## config.mk

```make
export PLATFORM = sky130hd
export DESIGN_NAME = serial_audio_xcvr
export DESIGN_NICKNAME = d
export VERILOG_FILES = /design/src/rtl/aud_pkg.sv /design/src/rtl/aud_ctrl.sv /design/src/rtl/aud_dp.sv /design/src/rtl/serial_audio_xcvr.sv
export SDC_FILE = /design/constraint.sdc
export NUM_CORES = 1
export LEC_CHECK = 0
export BUFFER_PORTS_ARGS = -buffer_cell sky130_fd_sc_hd__buf_2
export CORE_ASPECT_RATIO = 0.5
export CORE_UTILIZATION = 63
export DETAILED_ROUTE_END_ITERATION = 8
export HOLD_SLACK_MARGIN = 0.02
export PLACE_DENSITY = 0.85
export SYNTH_ARGS = -nofsm -noshare
export SYNTH_HDL_FRONTEND = slang
export SYNTH_HIERARCHICAL = 1
export SYNTH_SLANG_ARGS = --single-unit
```

## constraint.sdc

```tcl
create_clock -name clk -period 6.61 [get_ports clk]
set_clock_uncertainty 0.1 [all_clocks]
set_input_delay 1.983 -clock clk [delete_from_list [all_inputs] [get_ports clk]]
set_output_delay 1.983 -clock clk [all_outputs]
set_load 0.02 [all_outputs]
```

## src/rtl/aud_pkg.sv

```systemverilog
package aud_pkg;
  localparam int SLOT_BITS = 32;
  localparam int POS_W     = $clog2(2 * SLOT_BITS);
  localparam int K_W       = $clog2(SLOT_BITS);
  localparam int MAX_W     = 20;
  localparam int LEN_W     = $clog2(MAX_W + 1);

  typedef enum logic {FMT_I2S = 1'b0, FMT_LSBJ = 1'b1} fmt_e;

  // strobes passed from the timing control to the datapath
  typedef struct packed {
    logic             txFall;
    logic             loadFrame;
    logic [POS_W-1:0] txPosNext;
    logic             rxEdge;
    logic             rxWsChange;
    logic             rxPrevWs;
    logic [POS_W-1:0] rxK;
    logic             rxDat;
  } strobe_t;

  function automatic logic [LEN_W-1:0] wordLen(input logic [1:0] sel);
    case (sel)
      2'b00:   return LEN_W'(16);
      2'b01:   return LEN_W'(18);
      default: return LEN_W'(20);
    endcase
  endfunction
endpackage

```

## src/rtl/aud_ctrl.sv

```systemverilog
module aud_ctrl
  import aud_pkg::*;
#(
  parameter int DIV = 2,
  parameter int SYNC_STAGES = 2
) (
  input  logic    clk,
  input  logic    rstN,
  input  logic    sBclkIn,
  input  logic    sWsIn,
  input  logic    sDataIn,
  output logic    sBclkOut,
  output logic    sWsOut,
  output strobe_t st
);
  localparam int DIV_W = (DIV > 1) ? $clog2(DIV) : 1;

  // transmit timing
  logic [DIV_W-1:0] divCnt;
  logic             bclkQ;
  logic             wsQ;
  logic [POS_W-1:0] pos;
  logic             tick;
  logic [POS_W-1:0] posNext;

  assign tick    = (divCnt == DIV_W'(DIV - 1));
  assign posNext = pos + 1'b1;

  always_ff @(posedge clk or negedge rstN) begin
    if (!rstN) begin
      divCnt <= '0;
      bclkQ  <= 1'b0;
      wsQ    <= 1'b1;
      pos    <= '1;
    end else begin
      divCnt <= tick ? '0 : divCnt + 1'b1;
      if (tick) bclkQ <= ~bclkQ;
      if (tick && bclkQ) begin
        pos <= posNext;
        wsQ <= posNext[POS_W-1];
      end
    end
  end

  assign sBclkOut = bclkQ;
  assign sWsOut   = wsQ;

  // receive synchronisers and word-select tracking
  logic [SYNC_STAGES-1:0] bSync, wSync, dSync;
  logic bPrev, wsLast;
  logic [POS_W-1:0] kCnt, kNext;
  logic bS, wS, dS, rxEdge, wsChange;

  assign bS       = bSync[SYNC_STAGES-1];
  assign wS       = wSync[SYNC_STAGES-1];
  assign dS       = dSync[SYNC_STAGES-1];
  assign rxEdge   = bS & ~bPrev;
  assign wsChange = (wS != wsLast);
  assign kNext    = wsChange ? '0 : ((kCnt == '1) ? kCnt : kCnt + 1'b1);

  always_ff @(posedge clk or negedge rstN) begin
    if (!rstN) begin
      bSync  <= '0;
      wSync  <= '0;
      dSync  <= '0;
      bPrev  <= 1'b0;
      wsLast <= 1'b0;
      kCnt   <= '0;
    end else begin
      bSync <= {bSync[SYNC_STAGES-2:0], sBclkIn};
      wSync <= {wSync[SYNC_STAGES-2:0], sWsIn};
      dSync <= {dSync[SYNC_STAGES-2:0], sDataIn};
      bPrev <= bS;
      if (rxEdge) begin
        wsLast <= wS;
        kCnt   <= kNext;
      end
    end
  end

  always_comb begin
    st.txFall     = tick & bclkQ;
    st.loadFrame  = tick & ~bclkQ & (pos == '1);
    st.txPosNext  = posNext;
    st.rxEdge     = rxEdge;
    st.rxWsChange = wsChange;
    st.rxPrevWs   = wsLast;
    st.rxK        = kNext;
    st.rxDat      = dS;
  end

  // word select moves only together with a falling bit clock
  a_r2_ws_on_fall: assert property (@(posedge clk) disable iff (!rstN)
    !$stable(wsQ) |-> ($past(bclkQ) && !bclkQ));
endmodule

```

## src/rtl/aud_dp.sv

```systemverilog
module aud_dp
  import aud_pkg::*;
(
  input  logic             clk,
  input  logic             rstN,
  input  strobe_t          st,
  input  logic             fmtSel,
  input  logic [1:0]       lenSel,
  input  logic [MAX_W-1:0] txLeft,
  input  logic [MAX_W-1:0] txRight,
  input  logic             txValid,
  output logic             txReady,
  output logic             sDataOut,
  output logic [MAX_W-1:0] rxLeft,
  output logic [MAX_W-1:0] rxRight,
  output logic             rxValid
);
  logic [LEN_W-1:0] len;
  logic [MAX_W-1:0] lenMask;
  assign len = wordLen(lenSel);

  always_comb
    for (int i = 0; i < MAX_W; i++) lenMask[i] = (i < int'(len));

  // bit for slot offset k of a word, per format
  function automatic logic pickBit(input logic [K_W-1:0] kBits, input logic [MAX_W-1:0] w,
                                   input logic fmt, input logic [LEN_W-1:0] l);
    int k, idx;
    logic b;
    k = int'(kBits);
    b = 1'b0;
    if (fmt == FMT_I2S) idx = (k >= 1 && k <= int'(l)) ? int'(l) - k : -1;
    else idx = (SLOT_BITS - 1 - k < int'(l)) ? SLOT_BITS - 1 - k : -1;
    for (int i = 0; i < MAX_W; i++) if (i == idx) b = w[i];
    return b;
  endfunction

  logic [MAX_W-1:0] pendL, pendR, actL, actR;
  logic pendFull, dataQ, accept, txNextBit;

  assign accept    = txValid & ~pendFull;
  assign txReady   = ~pendFull;
  assign txNextBit = pickBit(st.txPosNext[K_W-1:0],
                             st.txPosNext[POS_W-1] ? actR : actL, fmtSel, len);

  logic [MAX_W-1:0] shiftQ, capL, outL, outR, captured;
  logic seenStart, leftOk, validQ, take;
  int   kInt;

  assign kInt     = int'(st.rxK);
  assign take     = (fmtSel == FMT_LSBJ) || (kInt >= 1 && kInt <= int'(len));
  assign captured = shiftQ & lenMask;

  always_ff @(posedge clk or negedge rstN) begin
    if (!rstN) begin
      pendL <= '0; pendR <= '0; pendFull <= 1'b0;
      actL <= '0; actR <= '0; dataQ <= 1'b0;
      shiftQ <= '0; capL <= '0; outL <= '0; outR <= '0;
      seenStart <= 1'b0; leftOk <= 1'b0; validQ <= 1'b0;
    end else begin
      validQ <= 1'b0;
      if (st.loadFrame) begin
        actL     <= pendFull ? pendL : '0;
        actR     <= pendFull ? pendR : '0;
        pendFull <= 1'b0;
      end
      if (accept) begin
        pendL    <= txLeft;
        pendR    <= txRight;
        pendFull <= 1'b1;
      end
      if (st.txFall) dataQ <= txNextBit;
      if (st.rxEdge) begin
        if (st.rxWsChange) begin
          seenStart <= 1'b1;
          if (!st.rxPrevWs) begin
            capL   <= captured;
            leftOk <= seenStart;
          end else begin
            if (leftOk) begin
              outL   <= capL;
              outR   <= captured;
              validQ <= 1'b1;
            end
            leftOk <= 1'b0;
          end
          shiftQ <= take ? {{(MAX_W-1){1'b0}}, st.rxDat} : '0;
        end else if (take) begin
          shiftQ <= {shiftQ[MAX_W-2:0], st.rxDat};
        end
      end
    end
  end

  assign sDataOut = dataQ;
  assign rxLeft   = outL;
  assign rxRight  = outR;
  assign rxValid  = validQ;

  // serial data only moves after a falling bit-clock strobe
  a_r2_data_on_fall: assert property (@(posedge clk) disable iff (!rstN)
    !$stable(dataQ) |-> $past(st.txFall));
  // ready drops only after a pair was offered
  a_r6_ready_falls_on_accept: assert property (@(posedge clk) disable iff (!rstN)
    $fell(txReady) |-> $past(txValid));
  // an empty holding register yields a silent frame
  a_r7_silent_frame: assert property (@(posedge clk) disable iff (!rstN)
    (st.loadFrame && !pendFull) |=> (actL == '0 && actR == '0));
  // single-cycle strobe, raised only by a right-to-left word-select change
  a_r9_valid_pulse: assert property (@(posedge clk) disable iff (!rstN)
    validQ |=> !validQ);
  a_r9_valid_on_ws_fall: assert property (@(posedge clk) disable iff (!rstN)
    validQ |-> $past(st.rxEdge && st.rxWsChange && st.rxPrevWs));
endmodule

```

## src/rtl/serial_audio_xcvr.sv

```systemverilog
module serial_audio_xcvr
  import aud_pkg::*;
#(
  parameter int DIV = 2
) (
  input  logic        clk,
  input  logic        rstN,
  input  logic        fmtSel,
  input  logic [1:0]  lenSel,
  input  logic [19:0] txLeft,
  input  logic [19:0] txRight,
  input  logic        txValid,
  output logic        txReady,
  output logic        sBclkOut,
  output logic        sWsOut,
  output logic        sDataOut,
  input  logic        sBclkIn,
  input  logic        sWsIn,
  input  logic        sDataIn,
  output logic [19:0] rxLeft,
  output logic [19:0] rxRight,
  output logic        rxValid
);
  strobe_t st;

  aud_ctrl #(.DIV(DIV), .SYNC_STAGES(2)) ctrl_i (
    .clk(clk), .rstN(rstN),
    .sBclkIn(sBclkIn), .sWsIn(sWsIn), .sDataIn(sDataIn),
    .sBclkOut(sBclkOut), .sWsOut(sWsOut), .st(st)
  );

  aud_dp dp_i (
    .clk(clk), .rstN(rstN), .st(st),
    .fmtSel(fmtSel), .lenSel(lenSel),
    .txLeft(txLeft), .txRight(txRight), .txValid(txValid), .txReady(txReady),
    .sDataOut(sDataOut),
    .rxLeft(rxLeft), .rxRight(rxRight), .rxValid(rxValid)
  );
endmodule

```

==> summary.md, run 1 <==
| Metric | Value |
|---|---|
| Status | complete, no violations |
| Hold Fails Final Rpt | 0 |
| Initial antenna violation count | 0 |
| Ys async rst share | 100% |
| Crit path to | dp_i/sDataOut |
| Nets@finish | 947 |
| Maximum number of pins on one net before global-route repair | roughly 100 |
| R2R setup slack | 2.46 ns |
| Switching Share | 28.7% |
| Crit path kind | in -> reg |
| Switching power | roughly 0.74 mW |
| Mapped Cells | 825 |
| Power share of the sequential group | 48.7% |
| Clock latency on the worst-skew pair | 0.43 ns |
| PwrDens | 262 nW/um^2 |
| Critical R2R Capture | dp_i/sDataOut |
| Hold_sp | ctrl_i/bSync[0] |
| Worst VDD drop | 0.000177 V |
| Clock-pin slew on the worst setup and hold paths | 0.08 ns |
| Drt pass-1 iters | 6 |
| Yosys warns | 6 |
| Avg WL per Cell | roughly 17 um |
| Total number of vias | 6306 |
| Comb power frac | 10.6% |
| Main synth FF type | dfrtp_1 |
| Core Footprint | between 10000 and 15000 um^2 |
| Post-Route WL | roughly 18 mm |
| Worst R2R Start | ctrl_i/pos[0] |
| Vias in the first global route | just under 6000 |
| Internal Power | 1.82 mW |
| GRT Overall Usage | ~27% |
| Drt via density | 5.87 |
| Share of cells above drive strength 1 | 26.2% |
| Measured slew at the worst slew-check pin | about 1.1 ns |
| Crit end category | flop |
| Crit-path max FO | 13 |
| CTS tree | built |
| Clock sinks | 187 |
| Critical Path Start Type | primary input |
| Root Buffer | clkbuf_16 |
| H-tree depth | 4 |
| Total CTS buffers | 17 |
| Synthesized area per cell | around 10 um^2 |
| DRC errors left | 0 |
| HPWL after DPL | 11.6 mm |
| Slew Limit Headroom | 24.6% |
| Worst EP required | 6.81 ns |
| Fin Setup TNS | 0 ns |
| PortBufs | 93 |
| Gpl congestion | ~0.83 |
| Detail Route Antenna Nets | 0 |
| Synthesized flop and latch total | 187 |
| Leak Pwr | 4.70 nW |
| Diodes inserted | 0 |
| Core Rows | 29 |
| Simple-gate share of the synthesized area | 15.7% |
| Adder-cell share of the synthesized area | 0.870% |
| Initial Utilization | between 60% and 70% |
| Largest area contributor in the netlist | dfrtp_1 |
| Cell variety after synth | 82 |
| Initial DRC Count | around 400 |
| Post-layout min period | around 4.7 ns |
| Xor and xnor area share after synthesis | between 1 and 1.5% |
| Remaining Overflow, GRT | 0 |
| Finished Core Util | 75.2% |
| Top post-synthesis cells by area | dfrtp_1 (53%), mux2_2 (7.7%), nand2_1 (6.1%) |
| Final setup violation count | 0 |
| Num ports | 94 |
| R2R depth | 12 |
| Post-synth EDFFs | 0 |
| Netlist Area Pre-Place | roughly 8600 um^2 |
| Hold WS | approximately 0.26 ns |
| RSZ-0062 raised after global routing | false |
| Hold-fix buffers, CTS | 0 |
| CTS max path bufs | 2 |
| Die X | 167 um |
| Die area | 14200 um^2 |
| Multiplexer area fraction after synthesis | 9.35% |
| Syn nets | 880 |
| Fmax | 214 MHz |
| Final Cycle Share | 70.6% |
| Post-CTS Setup Bufs | 0 |
| Fin. max-slew vios | 0 |
| Post-cts sizing count | 0 |
| Sequential share of the synthesized area | 54.3% |
| Clock network power share | 40.7% |
| Critical Path AT | 4.87 ns |
| Post-synthesis compound-gate area fraction | 13.0% |
| First-pass GRT wire length | between 20 and 30 mm |
| Largest family of logic cells by synthesized area | simple AND/OR/NAND/NOR gates |
| Area Overhead vs Synth | 13.2% |
| Max-cap viol count | 0 |
| Yosys top cell area share | 52.5% |
| Tightest Hold Check Type | reg -> reg |
| CP startpoint | lenSel[1] |
| Chip height | 84.7 um |
-- worst max-delay path: stages --
cell and delay, ns:
buf_2 0.27, inv_1 0.08, ha_1 0.44, nor2b_1 0.23, a221oi_2 0.47, and2_4 0.24
or2_1 0.28, mux4_2 0.38, a221oi_2 0.25, a21oi_1 0.11, a21boi_1 0.14
-- per-layer routing --
layer,track usage (%),share of wire [%],up-vias
li1,-,-,2979
met1,38.9,48,3131
met2,42.6,47,181
met3,4.67,3.9,15
met4,7.09,0.89,0
met5,0,0,-
-- worst min path at each step --
stage | endpoint | slack, ns | cells after the start
CTS | ctrl_i/bSync[1] | 0.27 | 0
finish | ctrl_i/bSync[1] | 0.26 | 0
floorplan | ctrl_i/bSync[1] | 0.23 | 0
global placement | ctrl_i/bSync[1] | 0.23 | 0
global route | ctrl_i/bSync[1] | 0.27 | 0
detailed placement | ctrl_i/bSync[1] | 0.25 | 0
-- layout by cell type, fill, tap and decap left out, types with 6 or more instances in the layout --
cell       count
buf_2         92
clkbuf_16     17
nand2_1      140
xnor2_1        6
inv_1         54
dfstp_2        6
nor3_1         7
nor2_1        30
mux2_2        59
a22o_1        20
o21ai_0       68
a21oi_1       22
ha_1           6
mux2i_1       12
nand3_1       49
dfrtp_1      181
-- final cells by class --
class / instances / area (um^2)
timing repair buffer: 99 / 529
multi-input combinational: 529 / 3500
sequential: 187 / 4690
inverter: 58 / 218
fill: 887 / 3230
tap: 170 / 213
clock buffer: 17 / 425
clock inverter: 15 / 189
-- power by group through the flow --
stage               clock, mW  sequential, mW  combinational, mW
CTS                      1.06            1.25              0.271
global route             1.11            1.26              0.299
floorplan                   0            1.29              0.138
detailed placement          0            1.27              0.267
global placement            0            1.27              0.258
finish                   1.04            1.25              0.271
-- flip-flops by register name (all words and copies together), names as in the netlist, 2 cells and up --
signal	cells
dp_i/capL	20
ctrl_i/kCnt	6
dp_i/pendL	20
dp_i/actR	20
dp_i/rxRight	20
dp_i/actL	20
ctrl_i/wSync	2
dp_i/pendR	20
ctrl_i/pos	5
ctrl_i/dSync	2
dp_i/rxLeft	20
dp_i/shiftQ	20
ctrl_i/bSync	2
-- cells by family (layout without fill, tap and decap cells) --
family          Yosys count  count (layout)
xor+xnor                 13              13
compound gates          163             163
simple gates            275             275
buf+inv                 109             189
mux                      72              72
flops                   187             187
fa+ha+maj                 6               6
-- Yosys cell counts, types with 3 or more instances --
cell	number
a21o_1	3
a21oi_1	22
a22o_1	20
a31o_2	3
a31oi_1	4
buf_1	4
buf_2	5
buf_4	7
clkbuf_1	32
dfrtp_1	181
dfstp_2	6
ha_1	6
inv_1	54
inv_2	4
mux2_2	59
mux2i_1	12
nand2_1	140
nand2b_1	5
nand3_1	49
nand4_1	4
nor2_1	30
nor2b_1	4
nor3_1	7
nor4_1	3
nor4_4	3
o211ai_1	4
o21ai_0	68
or3_1	4
xnor2_1	6
xor2_1	6
-- through the flow --
step / setup slack [ns] / cells / cell area, um^2 / power [mW]
5_1_grt: 1.76 / 1075 / 9760 / 2.66
6_report: 1.94 / 1075 / 9760 / 2.56
4_1_cts: 1.99 / 1075 / 9760 / 2.58
3_5_place_dp: 1.58 / 1043 / 9150 / 1.54
3_3_place_gp: 1.65 / 1043 / 9150 / 1.52
2_1_floorplan: 2.19 / 825 / 8630 / 1.43
No activity file was read; power rests on OpenSTA's default activity.
==> run 2, diff against run 1 <==
--- a/config.mk
+++ b/config.mk
@@ -5,12 +5,13 @@
 export SDC_FILE = /design/constraint.sdc
 export NUM_CORES = 1
 export LEC_CHECK = 0
+export ABC_AREA = 1
 export BUFFER_PORTS_ARGS = -buffer_cell sky130_fd_sc_hd__buf_2
 export CORE_ASPECT_RATIO = 0.5
-export CORE_UTILIZATION = 63
+export CORE_UTILIZATION = 58
 export DETAILED_ROUTE_END_ITERATION = 8
 export HOLD_SLACK_MARGIN = 0.02
-export PLACE_DENSITY = 0.85
+export PLACE_DENSITY = 0.79
 export SYNTH_ARGS = -nofsm -noshare
 export SYNTH_HDL_FRONTEND = slang
 export SYNTH_HIERARCHICAL = 1
==> constraint.sdc (replaced) <==
create_clock -name clk -period 4.5 [get_ports clk]
set_clock_uncertainty 0.1 [all_clocks]
set_input_delay 1.35 -clock clk [delete_from_list [all_inputs] [get_ports clk]]
set_output_delay 1.35 -clock clk [all_outputs]
set_load 0.02 [all_outputs]
==> summary.md, run 2 <==
| Metric | Value |
|---|---|
| Status | complete, no violations |
| Fin. max-slew vios | 0 (unchanged) |
| Fmax | 265 MHz |
| Finished Core Util | 68.9% (-6.3 points) |
| Fill cells | 1149 (+30%) |
| Diodes inserted | 0 (unchanged) |
| Area post-placement | 8810 um^2 (-3.7%) |
| Commonest non-fill, non-tap cell in the layout | dfrtp_1 |
| Design area | 9410 um^2 (-3.6%) |
| Gpl congestion | 0.830 (about the same) |
| Vias in the first global route | 5772 (-3.2%) |
| Cell family with most CP delay | simple AND/OR/NAND/NOR gates |
| Yosys top cell area share | 55.3% (+2.8 points) |
| Cell with the most instances after synthesis | dfrtp_1 |
| Leak Pwr | 4.72 nW (+0.52%) |
| Hold Crit Depth | 0 (unchanged) |
| Post-Route WL | 15.8 mm (-12%) |
| Main synth FF type | dfrtp_1 |
| Core Footprint | 13700 um^2 (+5.2%) |
| Initial Utilization | 59.9% (-6.5 points) |
| Clock network power share | 38.5% (-2.2 points) |
| Slowest cell on the critical path | dfstp_2 |
| Levels on crit path | 24 (+13) |
| Final setup violation count | 0 (unchanged) |
| WP buf/inv | 2 (unchanged) |
| Most frequent CP cell | nand2_1 |
| Crit path kind | reg -> reg |
| Core Rows | 30 (+3.4%) |
| Max-cap viol count | 0 (unchanged) |
| Num ports | 94 (unchanged) |
| Sequential Area | 4690 um^2 (unchanged) |
| Synthesized area per cell | 9.46 um^2 (-9.6%) |
| Slowest stage delay, CP | 0.56 ns (+0.09 ns) |
| Internal Power | 2.78 mW (+52%) |
| Maximum number of pins on one net before global-route repair | 78 (-24%) |
| Chip height | 86.0 um (+1.5%) |
| Slew Limit Headroom | 25.1% (+0.51 points) |
| Mapped Cells | 866 (+5.0%) |
| First-pass GRT wire length | 27.5 mm (-8.2%) |
| CTS max path bufs | 2 (unchanged) |
| Clock-pin slew on the worst setup and hold paths | 0.07 ns (about the same) |
| Measured slew at the worst slew-check pin | 1.12 ns (-0.00799 ns) |
| Critical Path AT | 3.99 ns (-0.88 ns) |
| Post-layout min period | 3.78 ns |
| Most frequent cells after synthesis | dfrtp_1 (181), inv_1 (134), nand2_1 (120), nor2_1 (74), a21oi_1 (56) |
| Avg WL per Cell | 13.7 um (-18%) |
| CTS tree | built |
| Hold Fails Final Rpt | 0 (unchanged) |
| Top post-synthesis cells by area | dfrtp_1 (55%), inv_1 (6.1%), nand2_1 (5.5%) |
| Hold WS | 0.252 ns (-0.00955 ns) |
| Detail Route Antenna Nets | 0 (unchanged) |
| Pwr Total | 3.90 mW (+52%) |
| Synthesized flop and latch total | 187 (unchanged) |
| Die X | 170 um (+1.5%) |
| Post-CTS Setup Bufs | 0 (unchanged) |
| Critical Path Start Type | flop |
| GRT Overall Usage | 23.7% (-3.2 points) |
| Area Overhead vs Synth | 14.9% |
| Drt via density | 5.11 (-13%) |
| Cell variety after synth | 43 (-48%) |
| Netlist Area Pre-Place | 8190 um^2 (-5.1%) |
| Initial DRC Count | 415 (+6.4%) |
| Power share of the sequential group | 48.0% (-0.7 points) |
| Initial antenna violation count | 0 (unchanged) |
| Ys async rst share | 100% (unchanged) |
| Switching Share | 28.7% (about the same) |
| Final Cycle Share | 83.9% |
| DRC errors left | 0 (unchanged) |
| DP Cell Count | 1119 (+7.3%) |
| Post-cts sizing count | 0 (unchanged) |
| Clock latency on the worst-skew pair | 0.42 ns (about the same) |
| Remaining Overflow, GRT | 0 (unchanged) |
| Sequential share of the synthesized area | 57.2% (+2.9 points) |
| Drt pass-1 iters | 5 (-1) |
| Share of cells above drive strength 1 | 22.1% (-4.1 points) |
| Crit-path max FO | 6 (-7) |
| Worst EP required | 4.71 ns (-2.10 ns) |
| H-tree depth | 4 (unchanged) |
| RSZ-0062 raised after global routing | false |
| PwrDens | 414 nW/um^2 (+58%) |
| Total CTS buffers | 17 (unchanged) |
| Post-synth EDFFs | 0 (unchanged) |
| Nets@finish | 1001 (+5.7%) |
| Multi-input logic area | 2820 um^2 (-20%) |
| Hold-fix buffers, CTS | 0 (unchanged) |
| Total number of vias | 5879 (-6.8%) |
| Root Buffer | clkbuf_16 |
| Most frequent cells in the layout | dfrtp_1 (181), inv_1 (134), nand2_1 (119) |
| R2R depth | 24 (+12) |
| Post-route setup slack | 0.722 ns (-1.22 ns) |
| Crit-path cells | ha_1 -> xor2_1 -> inv_1 -> ha_1 -> nor3_1 -> nand2_2 -> nand2_4 -> nand3_1 -> nand2_2 -> inv_2 -> nor2_4 -> nand3_2 -> nor2_2 -> a21oi_1 -> nand2_1 -> nand4_1 -> nand2_1 -> nand4_1 -> nand2_1 -> nand3_1 -> nand2_1 -> nand2_1 -> nand2_1 -> nand2_1 |
| Largest area contributor in the netlist | dfrtp_1 |
| Setup Slack @ Placement | 0.542 ns (-1.04 ns) |
| Crit end category | flop |
| Switching power | 1.12 mW (+52%) |
| Yosys warns | 6 (unchanged) |
| Fin Setup TNS | 0 ns (unchanged) |
| PortBufs | 93 (unchanged) |
| Comb power frac | 13.5% (+2.9 points) |
| Die area | 14600 um^2 (+3.1%) |
| Tightest Hold Check Type | reg -> reg |
| Clock sinks | 187 (unchanged) |
| HPWL after DPL | 10.7 mm (-7.6%) |
| Worst VDD drop | 0.000192 V (+8.3%) |
| Finished Layout Cells | 1151 (+7.1%) |
| Syn nets | 921 (+4.7%) |
[run 2: area by class of cell]
cell class                 instances  share of cell area (%)
timing repair buffer              99                    5.62
inverter                         142                    5.69
multi-input combinational        499                    29.9
clock inverter                    15                    1.89
sequential                       187                    49.8
tap                              192                    2.55
clock buffer                      17                    4.52
[run 2: routing by layer]
layer | track usage (%) | part of all wire (%) | routed length [um] | vias up
met5 | 0 | 0 | 0 | -
met4 | 6.39 | 0.73 | 116 | 0
met3 | 4.34 | 3.2 | 510 | 10
met2 | 38.2 | 47 | 7400 | 115
met1 | 33.3 | 49 | 7760 | 2791
li1 | - | - | - | 2963
[run 2: path summary, 6_finish.rpt]
kind,slack [ns],endpoint,start
setup reg to reg,0.72,dp_i/sDataOut,ctrl_i/pos[1]
setup / recovery,0.72,dp_i/sDataOut,ctrl_i/pos[1]
max in group asynchronous,2.35,dp_i/actL[3],rstN
hold / removal,0.25,ctrl_i/bSync[1],ctrl_i/bSync[0]
min in group asynchronous,0.85,dp_i/rxLeft[12],rstN
hold reg to reg,0.25,ctrl_i/bSync[1],ctrl_i/bSync[0]
[run 2: power by group through the flow]
stage	registers (mW)	clock network, mW	logic [mW]
2_1_floorplan	2.01	0	0.210
3_3_place_gp	1.90	0	0.507
3_5_place_dp	1.90	0	0.525
4_1_cts	1.87	1.53	0.531
5_1_grt	1.88	1.61	0.580
6_report	1.87	1.50	0.525
[run 2: logic make-up (layout without fill, tap and decap cells)]
logic type,count (synthesis),count (layout),share of synthesized area (%)
AO/OA/AOI/OAI,172,172,11.9
XOR/XNOR,7,7,1.07
buffers and inverters,180,273,8.55
AND/OR/NAND/NOR,284,284,16.2
adder cells (fa/ha/maj),6,6,0.917
multiplexers,30,30,4.12
flip-flops,187,187,57.2
==> run 3, diff against run 2 <==
==> constraint.sdc (replaced) <==
create_clock -name clk -period 3.5 [get_ports clk]
set_clock_uncertainty 0.1 [all_clocks]
set_input_delay 1.05 -clock clk [delete_from_list [all_inputs] [get_ports clk]]
set_output_delay 1.05 -clock clk [all_outputs]
set_load 0.02 [all_outputs]
==> summary.md, run 3 (same netlist as run 2, synthesis figures left out) <==
| Metric | Value |
|---|---|
| Diodes inserted | 0 (unchanged) |
| Core Footprint | 13700 um^2 (unchanged) |
| Nets@finish | 1026 (+2.5%) |
| CTS max path bufs | 2 (unchanged) |
| DRC errors left | 0 (unchanged) |
| Initial Utilization | 59.9% (unchanged) |
| Die area | 14600 um^2 (unchanged) |
| H-tree depth | 4 (unchanged) |
| Hold WS | 0.252 ns (-0.0000350 ns) |
| Crit-path max FO | 6 (unchanged) |
| Fill cells | 1066 (-7.2%) |
| Switching power | 1.43 mW (+27%) |
| Status | complete, no violations |
| Remaining Overflow, GRT | 0 (unchanged) |
| Root Buffer | clkbuf_16 |
| Final Cycle Share | 93.8% (+9.8 points) |
| Switching Share | 28.8% (about the same) |
| Clock latency on the worst-skew pair | 0.42 ns (about the same) |
| Die X | 170 um (unchanged) |
| Core Rows | 30 (unchanged) |
| Final setup violation count | 0 (unchanged) |
| Slowest stage delay, CP | 0.58 ns (+0.02 ns) |
| Clock sinks | 187 (unchanged) |
| Crit end category | flop |
| PwrDens | 514 nW/um^2 (+24%) |
| Commonest non-fill, non-tap cell in the layout | dfrtp_1 |
| Slowest cell on the critical path | dfstp_2 |
| Post-layout min period | 3.28 ns (-0.495 ns) |
| Clock network power share | 37.6% (-0.9 points) |
| First-pass GRT wire length | 27.4 mm (-0.58%) |
| Detail Route Antenna Nets | 0 (unchanged) |
| HPWL after DPL | 11.1 mm (+3.9%) |
| Total CTS buffers | 17 (unchanged) |
| CTS tree | built |
| Initial DRC Count | 341 (-18%) |
| RSZ-0062 raised after global routing | true |
| Crit path kind | reg -> reg |
| Chip height | 86.0 um (unchanged) |
| Num ports | 94 (unchanged) |
| Share of cells above drive strength 1 | 25.1% (+3.0 points) |
| Slew Limit Headroom | 42.4% (+17 points) |
| Initial antenna violation count | 0 (unchanged) |
| Hold-fix buffers, CTS | 0 (unchanged) |
| Clock-pin slew on the worst setup and hold paths | 0.07 ns (about the same) |
| Most frequent cells in the layout | dfrtp_1 (181), inv_1 (133), nand2_1 (119) |
| Measured slew at the worst slew-check pin | 0.864 ns (-0.257 ns) |
| Critical Path Start Type | flop |
| GRT Overall Usage | 23.7% (+0.036 points) |
| Fin. max-slew vios | 0 (unchanged) |
| Maximum number of pins on one net before global-route repair | 69 (-12%) |
| Drt via density | 5.16 (+0.99%) |
| Comb power frac | 14.0% (+0.5 points) |
| Worst EP required | 3.71 ns (-1.00 ns) |
| Multi-input logic area | 2880 um^2 (+2.4%) |
| Vias in the first global route | 5850 (+1.4%) |
| Post-Route WL | 16.2 mm (+2.9%) |
| Hold Fails Final Rpt | 0 (unchanged) |
| Finished Core Util | 70.7% (+1.8 points) |
| Post-route setup slack | 0.217 ns (-0.505 ns) |
| Power share of the sequential group | 48.5% (+0.5 points) |
| Area Overhead vs Synth | 17.9% |
| Most frequent CP cell | nand2_1 |
| Worst VDD drop | 0.000296 V (+54%) |
| Leak Pwr | 4.84 nW (+2.6%) |
| Tightest Hold Check Type | reg -> reg |
| Total number of vias | 6066 (+3.2%) |
| Internal Power | 3.54 mW (+27%) |
| PortBufs | 93 (unchanged) |
| Drt pass-1 iters | 5 (unchanged) |
| Max-cap viol count | 0 (unchanged) |
| Sequential Area | 4690 um^2 (unchanged) |
| Fmax | 305 MHz (+15%) |
| Avg WL per Cell | 13.8 um (+0.71%) |
| Setup Slack @ Placement | -0.0644 ns (-0.606 ns) |
| Gpl congestion | 0.836 (+0.70%) |
| Critical Path AT | 3.50 ns (-0.49 ns) |
## run 3: layout make-up
class	count	area share, %
clock buffer	18	4.55
inverter	142	5.54
timing repair buffer	124	7.46
multi-input combinational	499	29.9
tap	192	2.49
clock inverter	14	1.57
sequential	187	48.5
## run 3: path summary, 6_finish.rpt
check	from	to	slack [ns]	cells after the start
max in group asynchronous	rstN	ctrl_i/pos[4]	2.05	2
min reg2reg	ctrl_i/dSync[0]	ctrl_i/dSync[1]	0.25	0
min in group asynchronous	rstN	dp_i/rxLeft[11]	0.49	1
min	ctrl_i/dSync[0]	ctrl_i/dSync[1]	0.25	0
max	ctrl_i/pos[0]	dp_i/sDataOut	0.22	29
max reg2reg	ctrl_i/pos[0]	dp_i/sDataOut	0.22	29
## run 3: power groups by stage
stage	Sequential (mW)	Clock, mW	Combinational [mW]
floorplan	2.58	0	0.271
global placement	2.44	0	0.662
detailed placement	2.44	0	0.685
CTS	2.40	1.91	0.689
global route	2.42	2.00	0.770
finish	2.40	1.86	0.694
## run 3: what timing repair did
action	CTS	global route
setup buffers	0	10
gates resized for setup	0	15
endpoints found under the hold margin	0	0
setup endpoints to repair	0	1
## run 3: worst max-delay path: cells and delay by family, from the launching register on
kind / cells / cell delay, ns
AOI/OAI and AO/OA: 1 / 0.13
adders and majority gates: 2 / 0.40
buffers and inverters: 5 / 0.49
DFF: 1 / 0.58
and+or+nand+nor: 21 / 1.46
## run 3: metrics by stage
step                setup TNS, ns  instances  total power, mW  cell area [um^2]
detailed placement        -0.0644       1134             3.13              8920
CTS                             0       1166             5.00              9510
floorplan                       0        866             2.85              8190
finish                          0       1176             4.96              9660
global placement                0       1134             3.10              8920
global route               -0.128       1176             5.19              9660
## run 3: routing by layer
layer / GRT usage, % / vias to the layer above / share of wire [%]
met1: 32.0 / 2919 / 48
met5: 0 / - / 0
li1: - / 3024 / -
met4: 5.73 / 0 / 0.81
met2: 40.1 / 110 / 49
met3: 4.52 / 13 / 2.9
